$ cat src/rtl/bond_pkg.sv
package bond_pkg;
  // number of bonded controller ports
  localparam int unsigned BOND_LANES = 2;

  // bits needed to encode a burst length of 1..max
  function automatic int unsigned size_bits(input int unsigned max_burst);
    return $clog2(max_burst) + 1;
  endfunction
endpackage

$ cat src/rtl/bond_cmd_fanout.sv
module bond_cmd_fanout #(
  parameter int unsigned LANES = 2,
  parameter int unsigned MAW   = 28,
  parameter int unsigned OFS   = 4,
  parameter int unsigned SZW   = 3,
  localparam int unsigned CAW  = MAW - OFS
) (
  input  logic                       burstbegin_i,
  input  logic [MAW-1:0]             addr_i,
  input  logic                       read_i,
  input  logic                       write_i,
  input  logic [SZW-1:0]             size_i,
  input  logic [LANES-1:0]           lane_ready_i,
  output logic                       ready_o,
  output logic [LANES-1:0]           lane_burstbegin_o,
  output logic [LANES-1:0][CAW-1:0]  lane_addr_o,
  output logic [LANES-1:0]           lane_read_o,
  output logic [LANES-1:0]           lane_write_o,
  output logic [LANES-1:0][SZW-1:0]  lane_size_o
);
  logic [CAW-1:0] word_addr;

  // byte address -> word address of the combined bus
  assign word_addr = addr_i[MAW-1:OFS];

  // the master advances only when every bonded port accepts
  assign ready_o = &lane_ready_i;

  for (genvar l = 0; l < LANES; l++) begin : g_lane
    assign lane_burstbegin_o[l] = burstbegin_i;
    assign lane_addr_o[l]       = word_addr;
    assign lane_read_o[l]       = read_i;
    assign lane_write_o[l]      = write_i;
    assign lane_size_o[l]       = size_i;
  end

  logic unused_low;
  assign unused_low = ^addr_i[OFS-1:0];
endmodule

$ cat src/rtl/bond_wr_split.sv
module bond_wr_split #(
  parameter int unsigned LANES = 2,
  parameter int unsigned LDW   = 64,
  parameter int unsigned LBW   = 8
) (
  input  logic [LANES*LDW-1:0]       wdata_i,
  input  logic [LANES*LBW-1:0]       be_i,
  output logic [LANES-1:0][LDW-1:0]  lane_wdata_o,
  output logic [LANES-1:0][LBW-1:0]  lane_be_o
);
  // lane l owns the l-th contiguous slice, lane 0 at the bottom
  for (genvar l = 0; l < LANES; l++) begin : g_lane
    assign lane_wdata_o[l] = wdata_i[l*LDW +: LDW];
    assign lane_be_o[l]    = be_i[l*LBW +: LBW];
  end
endmodule

$ cat src/rtl/bond_rd_join.sv
module bond_rd_join #(
  parameter int unsigned LANES = 2,
  parameter int unsigned LDW   = 64
) (
  input  logic                       clk,
  input  logic                       rst,
  input  logic [LANES-1:0][LDW-1:0]  lane_rdata_i,
  input  logic [LANES-1:0]           lane_rvalid_i,
  output logic [LANES*LDW-1:0]       rdata_o,
  output logic                       rvalid_o
);
  logic [LANES*LDW-1:0] joined;
  logic                 all_valid;

  for (genvar l = 0; l < LANES; l++) begin : g_lane
    assign joined[l*LDW +: LDW] = lane_rdata_i[l];
  end

  assign all_valid = &lane_rvalid_i;

  always_ff @(posedge clk) begin
    if (rst) begin
      rvalid_o <= 1'b0;
      rdata_o  <= '0;
    end else begin
      rvalid_o <= all_valid;
      if (all_valid) rdata_o <= joined;
    end
  end
endmodule

$ cat src/rtl/bond_bridge.sv
module bond_bridge
  import bond_pkg::*;
#(
  parameter int unsigned LANE_DW   = 64,
  parameter int unsigned SYM_W     = 8,
  parameter int unsigned MAW       = 28,
  parameter int unsigned MAX_BURST = 4,
  localparam int unsigned MDW = BOND_LANES * LANE_DW,
  localparam int unsigned LBW = LANE_DW / SYM_W,
  localparam int unsigned MBW = MDW / SYM_W,
  localparam int unsigned OFS = $clog2(MBW),
  localparam int unsigned CAW = MAW - OFS,
  localparam int unsigned SZW = $clog2(MAX_BURST) + 1
) (
  input  logic           clk,
  input  logic           rst,
  input  logic           m_burstbegin,
  input  logic [MAW-1:0] m_addr,
  input  logic           m_read,
  input  logic           m_write,
  input  logic [SZW-1:0] m_size,
  input  logic [MDW-1:0] m_wdata,
  input  logic [MBW-1:0] m_be,
  output logic           m_ready,
  output logic [MDW-1:0] m_rdata,
  output logic           m_rvalid,
  output logic           c0_burstbegin,
  output logic [CAW-1:0] c0_addr,
  output logic           c0_read,
  output logic           c0_write,
  output logic [SZW-1:0] c0_size,
  output logic [LANE_DW-1:0] c0_wdata,
  output logic [LBW-1:0] c0_be,
  input  logic           c0_ready,
  input  logic [LANE_DW-1:0] c0_rdata,
  input  logic           c0_rvalid,
  output logic           c1_burstbegin,
  output logic [CAW-1:0] c1_addr,
  output logic           c1_read,
  output logic           c1_write,
  output logic [SZW-1:0] c1_size,
  output logic [LANE_DW-1:0] c1_wdata,
  output logic [LBW-1:0] c1_be,
  input  logic           c1_ready,
  input  logic [LANE_DW-1:0] c1_rdata,
  input  logic           c1_rvalid
);
  localparam int unsigned L = BOND_LANES;

  logic [L-1:0]              ln_ready, ln_bb, ln_rd, ln_wr, ln_rvalid;
  logic [L-1:0][CAW-1:0]     ln_addr;
  logic [L-1:0][SZW-1:0]     ln_size;
  logic [L-1:0][LANE_DW-1:0] ln_wdata, ln_rdata;
  logic [L-1:0][LBW-1:0]     ln_be;

  assign ln_ready  = {c1_ready, c0_ready};
  assign ln_rvalid = {c1_rvalid, c0_rvalid};
  assign ln_rdata  = {c1_rdata, c0_rdata};

  bond_cmd_fanout #(.LANES(L), .MAW(MAW), .OFS(OFS), .SZW(SZW)) u_cmd (
    .burstbegin_i      (m_burstbegin),
    .addr_i            (m_addr),
    .read_i            (m_read),
    .write_i           (m_write),
    .size_i            (m_size),
    .lane_ready_i      (ln_ready),
    .ready_o           (m_ready),
    .lane_burstbegin_o (ln_bb),
    .lane_addr_o       (ln_addr),
    .lane_read_o       (ln_rd),
    .lane_write_o      (ln_wr),
    .lane_size_o       (ln_size)
  );

  bond_wr_split #(.LANES(L), .LDW(LANE_DW), .LBW(LBW)) u_wr (
    .wdata_i      (m_wdata),
    .be_i         (m_be),
    .lane_wdata_o (ln_wdata),
    .lane_be_o    (ln_be)
  );

  bond_rd_join #(.LANES(L), .LDW(LANE_DW)) u_rd (
    .clk           (clk),
    .rst           (rst),
    .lane_rdata_i  (ln_rdata),
    .lane_rvalid_i (ln_rvalid),
    .rdata_o       (m_rdata),
    .rvalid_o      (m_rvalid)
  );

  assign c0_burstbegin = ln_bb[0];
  assign c0_addr       = ln_addr[0];
  assign c0_read       = ln_rd[0];
  assign c0_write      = ln_wr[0];
  assign c0_size       = ln_size[0];
  assign c0_wdata      = ln_wdata[0];
  assign c0_be         = ln_be[0];

  assign c1_burstbegin = ln_bb[1];
  assign c1_addr       = ln_addr[1];
  assign c1_read       = ln_rd[1];
  assign c1_write      = ln_wr[1];
  assign c1_size       = ln_size[1];
  assign c1_wdata      = ln_wdata[1];
  assign c1_be         = ln_be[1];
endmodule

$ cat config.mk
export PLATFORM = sky130hd
export DESIGN_NAME = bond_bridge
export DESIGN_NICKNAME = d
export VERILOG_FILES = /design/src/rtl/bond_pkg.sv /design/src/rtl/bond_cmd_fanout.sv /design/src/rtl/bond_wr_split.sv /design/src/rtl/bond_rd_join.sv /design/src/rtl/bond_bridge.sv
export SDC_FILE = /design/constraint.sdc
export NUM_CORES = 1
export LEC_CHECK = 0
export CAP_MARGIN = 20
export CORE_AREA = 2 2 253 255
export DETAILED_ROUTE_END_ITERATION = 7
export DIE_AREA = 0 0 255 257
export SYNTH_ARGS = -nofsm -noshare
export SYNTH_HDL_FRONTEND = slang
export SYNTH_SLANG_ARGS = --single-unit
$ cat constraint.sdc
create_clock -name clk -period 1.4 [get_ports clk]
set_input_delay 0.42 -clock clk [delete_from_list [all_inputs] [get_ports clk]]
set_output_delay 0.42 -clock clk [all_outputs]
set_load 0.01 [all_outputs]
=== After elaboration in Yosys (flattened, before gate mapping) ===
Index checks and enable logic that the tools add are counted.

* Bits in registers: 129
* Bits of input ports: 312
* Output and inout bits: 334
* Word-level logic and storage cells: 4

* Reduce and logical (&&, ||, !) cells: 2

{| class="wikitable"
|+ Operators by type and width
! operator !! count
|-
| 2-bit AND reduction || 2
|}

=== Longest topological paths before layout ===
Gate-level depths: netlist of run 1.

* Word-level depth: 1
* Depth in mapped cells: 5
* Mapped depth without buffers: 2

=== Modules after synthesis ===
Synthesis of run 1 repeated with hierarchy kept, for this count alone.

* Cells, all modules: 792
* Area total of the unflattened synthesis: 7288.2 um^2

{| class="wikitable"
|+ By module, submodules not included
! module !! instances !! cells each !! area each (um^2) !! sequential area each (um^2)
|-
| bond_rd_join || 1 || 587 || 5750.5 || 2582.5
|-
| bond_wr_split || 1 || 144 || 1081.0 || 0.0
|-
| bond_cmd_fanout || 1 || 61 || 456.7 || 0.0
|}

=== Worst setup path before layout of run 1 ===
Ideal clock, no wire load.

* Path kind: input port to flip-flop
* Start: in c1_rvalid
* End: reg u_rd.rdata_o[74]
* Setup time: 67 ps
* Arrival: 1116 ps
* Required time: 1333 ps
* Setup slack: 216 ps
* Cell stages on the path: 5
* Buffers on the path: 3
* Path through: buf_2 > buf_6 > buf_6 > a21bo_2 > a21oi_2

* Cells in the longest elaborated chain, start to end: 1

{| class="wikitable"
|+ RTL lines
! what !! line !! RTL
|-
| from (decl) || bond_bridge.sv:46 || <nowiki>input logic c1_rvalid</nowiki>
|-
| 2-bit AND reduction || bond_rd_join.sv:19 || <nowiki>assign all_valid = &lane_rvalid_i;</nowiki>
|-
| to (signal assigned) || bond_rd_join.sv:27 || <nowiki>if (all_valid) rdata_o <= joined;</nowiki>
|-
| to (decl) || bond_rd_join.sv:9 || <nowiki>output logic [LANES*LDW-1:0] rdata_o,</nowiki>
|}

No other way between the ends.
A chain may end at the register's enable or synchronous reset.

=== Worst setup path in the final report of run 1 ===
* Start: reg u_rd.rdata_o[82]
* End: out m_rdata[82]

{| class="wikitable"
|+ RTL lines
! what !! line !! RTL
|-
| to (decl) || bond_bridge.sv:25 || <nowiki>output logic [MDW-1:0] m_rdata,</nowiki>
|}

No word-level cell between the ends.

==> summary.txt, run 1 <==
Switching Fraction = 0.252
Layout area overhead = 40.8%
GR Overflow Total = 0
worst-margin pin slew = 313 ps
Chip Width = 255 µm
Synth top area share = 0.354
cts-stage hold buffer count = 0
critical path peak fanout = 2
Die Y = 257 µm
internal power = 0.00804 W
fin nets = 1,169
Comb pwr share = 0.149
ratio of cells with drive above 1 in the final layout = 0.462
setup_tns = 0 ps
synthesized area per cell = 9.20 µm²
Cell Chain, Critical Path = buf_6
routed vias = 5,661
Hold Startpoint = rst
Seq/Total Area, Yosys = 0.354
Tmin final = 1360 ps
synth unique cells = 15
CTS Sinks = 129
DPL Wire Length = 16,700 µm
WP data required = 980 ps
Reg clk slew, reported paths = 60 ps
Critical Path Max Stage Delay = 360 ps
Static Leak = 3.87 nW
CTS tree = done
status = finished clean
Synth warnings = 0
GRT Total Usage = 0.0676
synth top area cells = dfxtp_1 (35%), buf_4 (21%), a21bo_1 (12%)
WP buf/inv = 1
Core ar. = 62,700 µm²
critical path type = reg -> out
RSZ-0062 raised after global routing = yes
Inserted Clock Buffers = 17
Post-Syn Area = 7290 µm²
Post-Layout Cell Count = 1,716
WL/cell = 13.3 µm
IO buf count = 263
sw power = 0.00270 W
first-pass GRT wire length = 32,300 µm
drt first pass iters = 4
final instance area = 10,300 µm²
Final setup viols = 0
Max Slew Vio Count = 0
sequential share of power = 0.370
clk root buf = clkbuf_16
Starting Density = 0.116
post-placement cell area = 9460 µm²
I/O pin count = 646
Cell Pwr Density = 1050 nW/µm²
Worst EP arrival = 940 ps
vias in the first global route = 5,522
Slew headroom = 0.792
ANT nets after route = 0
row count = 92
antenna cells = 0
Final Skew = 0 ps
DRT iter0 DRCs = 241
Final Hold Fails = 0
CP endpoint kind = primary output
max-cap violations = 0
initial antenna violation count = 5
number of H-tree levels = 4
fmax = 0.736 GHz
die area = 65,500 µm²
Crit. Startpoint = u_rd.rdata_o[82]$_SDFFE_PP0P_
Yosys top cell by area = dfxtp_1
Mapped Cells = 792
fin util = 0.164
largest net degree at the start of global routing = 66
Vias/cell = 3.30
Clock power frac = 0.481
GPL Wtd Cong = 0.670
largest vdd supply drop = 0.000891 V
Routed WL = 22,800 µm
DRC = 0
cell family with most CP delay = flip-flops
deepest clock path buffer count = 2
period utilization = 0.970
crit path launch type = flop
Reg-to-Reg Start = u_rd.rdata_o[42]$_SDFFE_PP0P_
Worst-Skew Late Latency = 470 ps
hold crit path type = in -> reg
Yosys reg bits = 129
syn nets = 1,104
placed cells = 1,679
total power draw = 0.0107 W
Critical-path top delay cell = dfxtp_4
[final cells by class]
cell class	instances	area [µm²]
fillers	7015	52500
clock inverters	14	226
flip-flops and latches	129	2740
well taps	846	1060
clock buffers	18	439
multi-input cells	387	2660
repair buffers	322	3140
[worst paths after layout]
check,to,slack [ps],depth (start not counted)
setup / recovery,m_rdata[82],40,1
hold / removal,u_rd.rdata_o[121]$_SDFFE_PP0P_,330,3
setup reg to reg,u_rd.rdata_o[42]$_SDFFE_PP0P_,570,3
hold reg to reg,u_rd.rdata_o[78]$_SDFFE_PP0P_,570,2
[cells in the final DEF (no fill, tap or decap)]
master / instances
nand3_1: 128
clkdlybuf4s50_1: 128
dfxtp_2: 116
a21oi_1: 107
buf_6: 94
a21bo_1: 90
buf_4: 50
a21bo_2: 38
buf_2: 36
a21oi_2: 21
clkbuf_16: 17
buf_12: 10
dfxtp_1: 10
bufinv_16: 5
inv_6: 4
clkbuf_8: 3
clkinv_4: 3
dfxtp_4: 3
clkinvlp_4: 2
dlygate4sd2_1: 2
nand2_1: 1
nor2_1: 1
and2_1: 1
[flip-flops by register name (all words and copies together), names as in the netlist]
signal         flops
u_rd.rdata_o     128
u_rd.rvalid_o      1
[per-layer routing]
metal | part of all wire | GRT usage
met1 | 0.38 | 0.0668
met2 | 0.44 | 0.0999
met3 | 0.12 | 0.0405
met4 | 0.060 | 0.0564
met5 | 0.0051 | 0.00902
[what timing repair did]
item,4_1_cts,5_1_grt
resized for setup,706,42
gates cloned,0,0
endpoints found under the setup margin,130,57
pin swaps,1,0
buffers inserted,2,3
[power by group through the flow]
stage               registers [W]  logic [W]  clock network (W)
global route              0.00400    0.00174            0.00556
global placement          0.00400    0.00162                  0
CTS                       0.00397    0.00160            0.00546
detailed placement        0.00401    0.00164                  0
finish                    0.00398    0.00160            0.00517
floorplan                 0.00407    0.00125                  0
[cells in the mapped netlist]
library cell	number
dfxtp_1	129
buf_1	3
a21bo_1	90
nand3_1	128
clkbuf_1	9
a21oi_2	21
and2_1	1
nand2_1	1
buf_6	25
buf_2	31
nor2_1	1
a21oi_1	107
buf_4	207
a21bo_2	38
buf_8	1
[cell families (layout without fill, tap and decap cells)]
logic type | after synthesis | count (layout) | share of synthesized area
AND/OR/NAND/NOR | 131 | 131 | 0.0898
buffers and inverters | 276 | 354 | 0.281
flip-flops | 129 | 129 | 0.354
AO/OA/AOI/OAI | 256 | 256 | 0.275
[per-stage QoR]
stage                     hold WS, ps  worst slack, ps
final                             334             41.6
after global routing              311            -28.7
after CTS                         287            -33.1
after detailed placement          556             -530
after global placement            557             -584
after floorplan                   567              216
(Power assumes the default switching activity.)
==> inputs of run 2 (changes only) <==
HOLD_SLACK_MARGIN = 0.15   (was default)
==> results of run 2 <==
No change in the layout: final DEF, timing and power equal those of run 1.
==> inputs of run 3 (changes only) <==
PLACE_DENSITY = 0.41   (was default)
==> run 3 against run 2 <==
Total power down 6.5%. Flip-flop and latch count unchanged. Combinational power about the same. Largest cell class unchanged. Largest power group unchanged. Highest routed layer unchanged.
==> summary.txt, run 3 (synthesized netlist as in run 1, its figures left out) <==
row count = 92
Static Leak = 3.78 nW
worst-margin pin slew = 392 ps
Vias/cell = 3.25
CTS tree = done
max-cap violations = 0
drt first pass iters = 6
ratio of cells with drive above 1 in the final layout = 0.456
status = finished clean
commonest cells after routing, fill and taps aside = nand3_1 (128), clkdlybuf4s50_1 (128), dfxtp_2 (122)
number of H-tree levels = 4
largest vdd supply drop = 0.000891 V
Worst-Skew Late Latency = 460 ps
CP endpoint kind = primary output
Starting Density = 0.116
fin util = 0.162
Largest register FFs = 128
Cell Chain, Critical Path = buf_12
deepest clock path buffer count = 2
hold crit path type = in -> reg
fin nets = 1,154
cell family with most CP delay = flip-flops
Chip Width = 255 µm
Core ar. = 62,700 µm²
die area = 65,500 µm²
final instance area = 10,200 µm²
Largest regs = u_rd.rdata_o (128), u_rd.rvalid_o (1)
Slew headroom = 0.739
setup_tns = 0 ps
Hold WS = 375 ps
Critical-path top delay cell = dfxtp_2
Final setup viols = 0
Max Slew Vio Count = 0
critical path peak fanout = 2
total power draw = 0.0100 W
DRT iter0 DRCs = 182
GPL Wtd Cong = 0.668
Critical Path Max Stage Delay = 350 ps
first-pass GRT wire length = 35,400 µm
Routed WL = 24,200 µm
fmax = 0.735 GHz
I/O pin count = 646
Worst EP arrival = 940 ps
initial antenna violation count = 1
Final Hold Fails = 0
Cell Pwr Density = 986 nW/µm²
critical path type = reg -> out
antenna cells = 0
cts-stage hold buffer count = 0
Die Y = 257 µm
Layout area overhead = 39.8%
DPL Wire Length = 17,600 µm
Final Skew = 0 ps
GRT Total Usage = 0.0739
WP data required = 980 ps
vias in the first global route = 5,702
Inserted Clock Buffers = 17
period utilization = 0.972
largest net degree at the start of global routing = 57
WP buf/inv = 1
WL/cell = 14.2 µm
Tmin final = 1360 ps
post-placement cell area = 9440 µm²
CTS Sinks = 129
Largest Register = u_rd.rdata_o
clk root buf = clkbuf_16
DRC = 0
ANT nets after route = 0
RSZ-0062 raised after global routing = yes
IO buf count = 263
GR Overflow Total = 0
Reg clk slew, reported paths = 70 ps
crit path launch type = flop
routed vias = 5,530
[run 3: cell count changes in the layout (fill, tap and decap cells not counted), moves of 4 or more]
cell       delta
buf_2        -15
buf_4        -18
bufinv_16     -4
dfxtp_2       +6
buf_12        +5
clkinv_2      +4
buf_6        +13
[run 3: worst paths after layout]
check	slack, ps	to	cells past startpoint	start
max	40	m_rdata[123]	1	u_rd.rdata_o[123]$_SDFFE_PP0P_
min	380	u_rd.rdata_o[74]$_SDFFE_PP0P_	3	rst
max reg2reg	560	u_rd.rdata_o[89]$_SDFFE_PP0P_	3	u_rd.rdata_o[89]$_SDFFE_PP0P_
min reg2reg	570	u_rd.rdata_o[99]$_SDFFE_PP0P_	2	u_rd.rdata_o[99]$_SDFFE_PP0P_
[run 3: where the power goes]
| group | leakage, nW | internal [W] | total, W | switching [W] |
|---|---|---|---|---|
| registers | 1.11 | 0.00387 | 0.00398 | 0.000103 |
| logic | 2.40 | 0.000958 | 0.00163 | 0.000676 |
| clock network | 0.271 | 0.00245 | 0.00444 | 0.00199 |
| total | 3.78 | 0.00728 | 0.0100 | 0.00277 |
[run 3: stage by stage]
stage / instances / worst slack, ps
2_1_floorplan: 792 / 216
3_3_place_gp: 1668 / -569
3_5_place_dp: 1668 / -555
4_1_cts: 1701 / -39.6
5_1_grt: 1701 / -41.9
6_report: 1701 / 39.5
[run 3: cell type report]
cell class / count / area, µm²
Clock buffer: 17 / 425
Clock inverter: 15 / 136
Fill cell: 7058 / 52500
Multi-Input combinational cell: 387 / 2660
Sequential cell: 129 / 2740
Tap cell: 846 / 1060
Timing Repair Buffer: 307 / 3180
[run 3: layer usage]
layer,up-vias,routed length (µm),global-route usage
met1,2548,8580,0.0702
met3,88,3080,0.0475
met5,-,13,0.00526
li1,2610,-,-
met2,282,11000,0.111
met4,2,1500,0.0608
[run 3: timing repair]
item	4_1_cts	5_1_grt
setup buffers	1	0
pin swaps	1	0
resized for setup	746	10
endpoints found under the setup margin	130	22
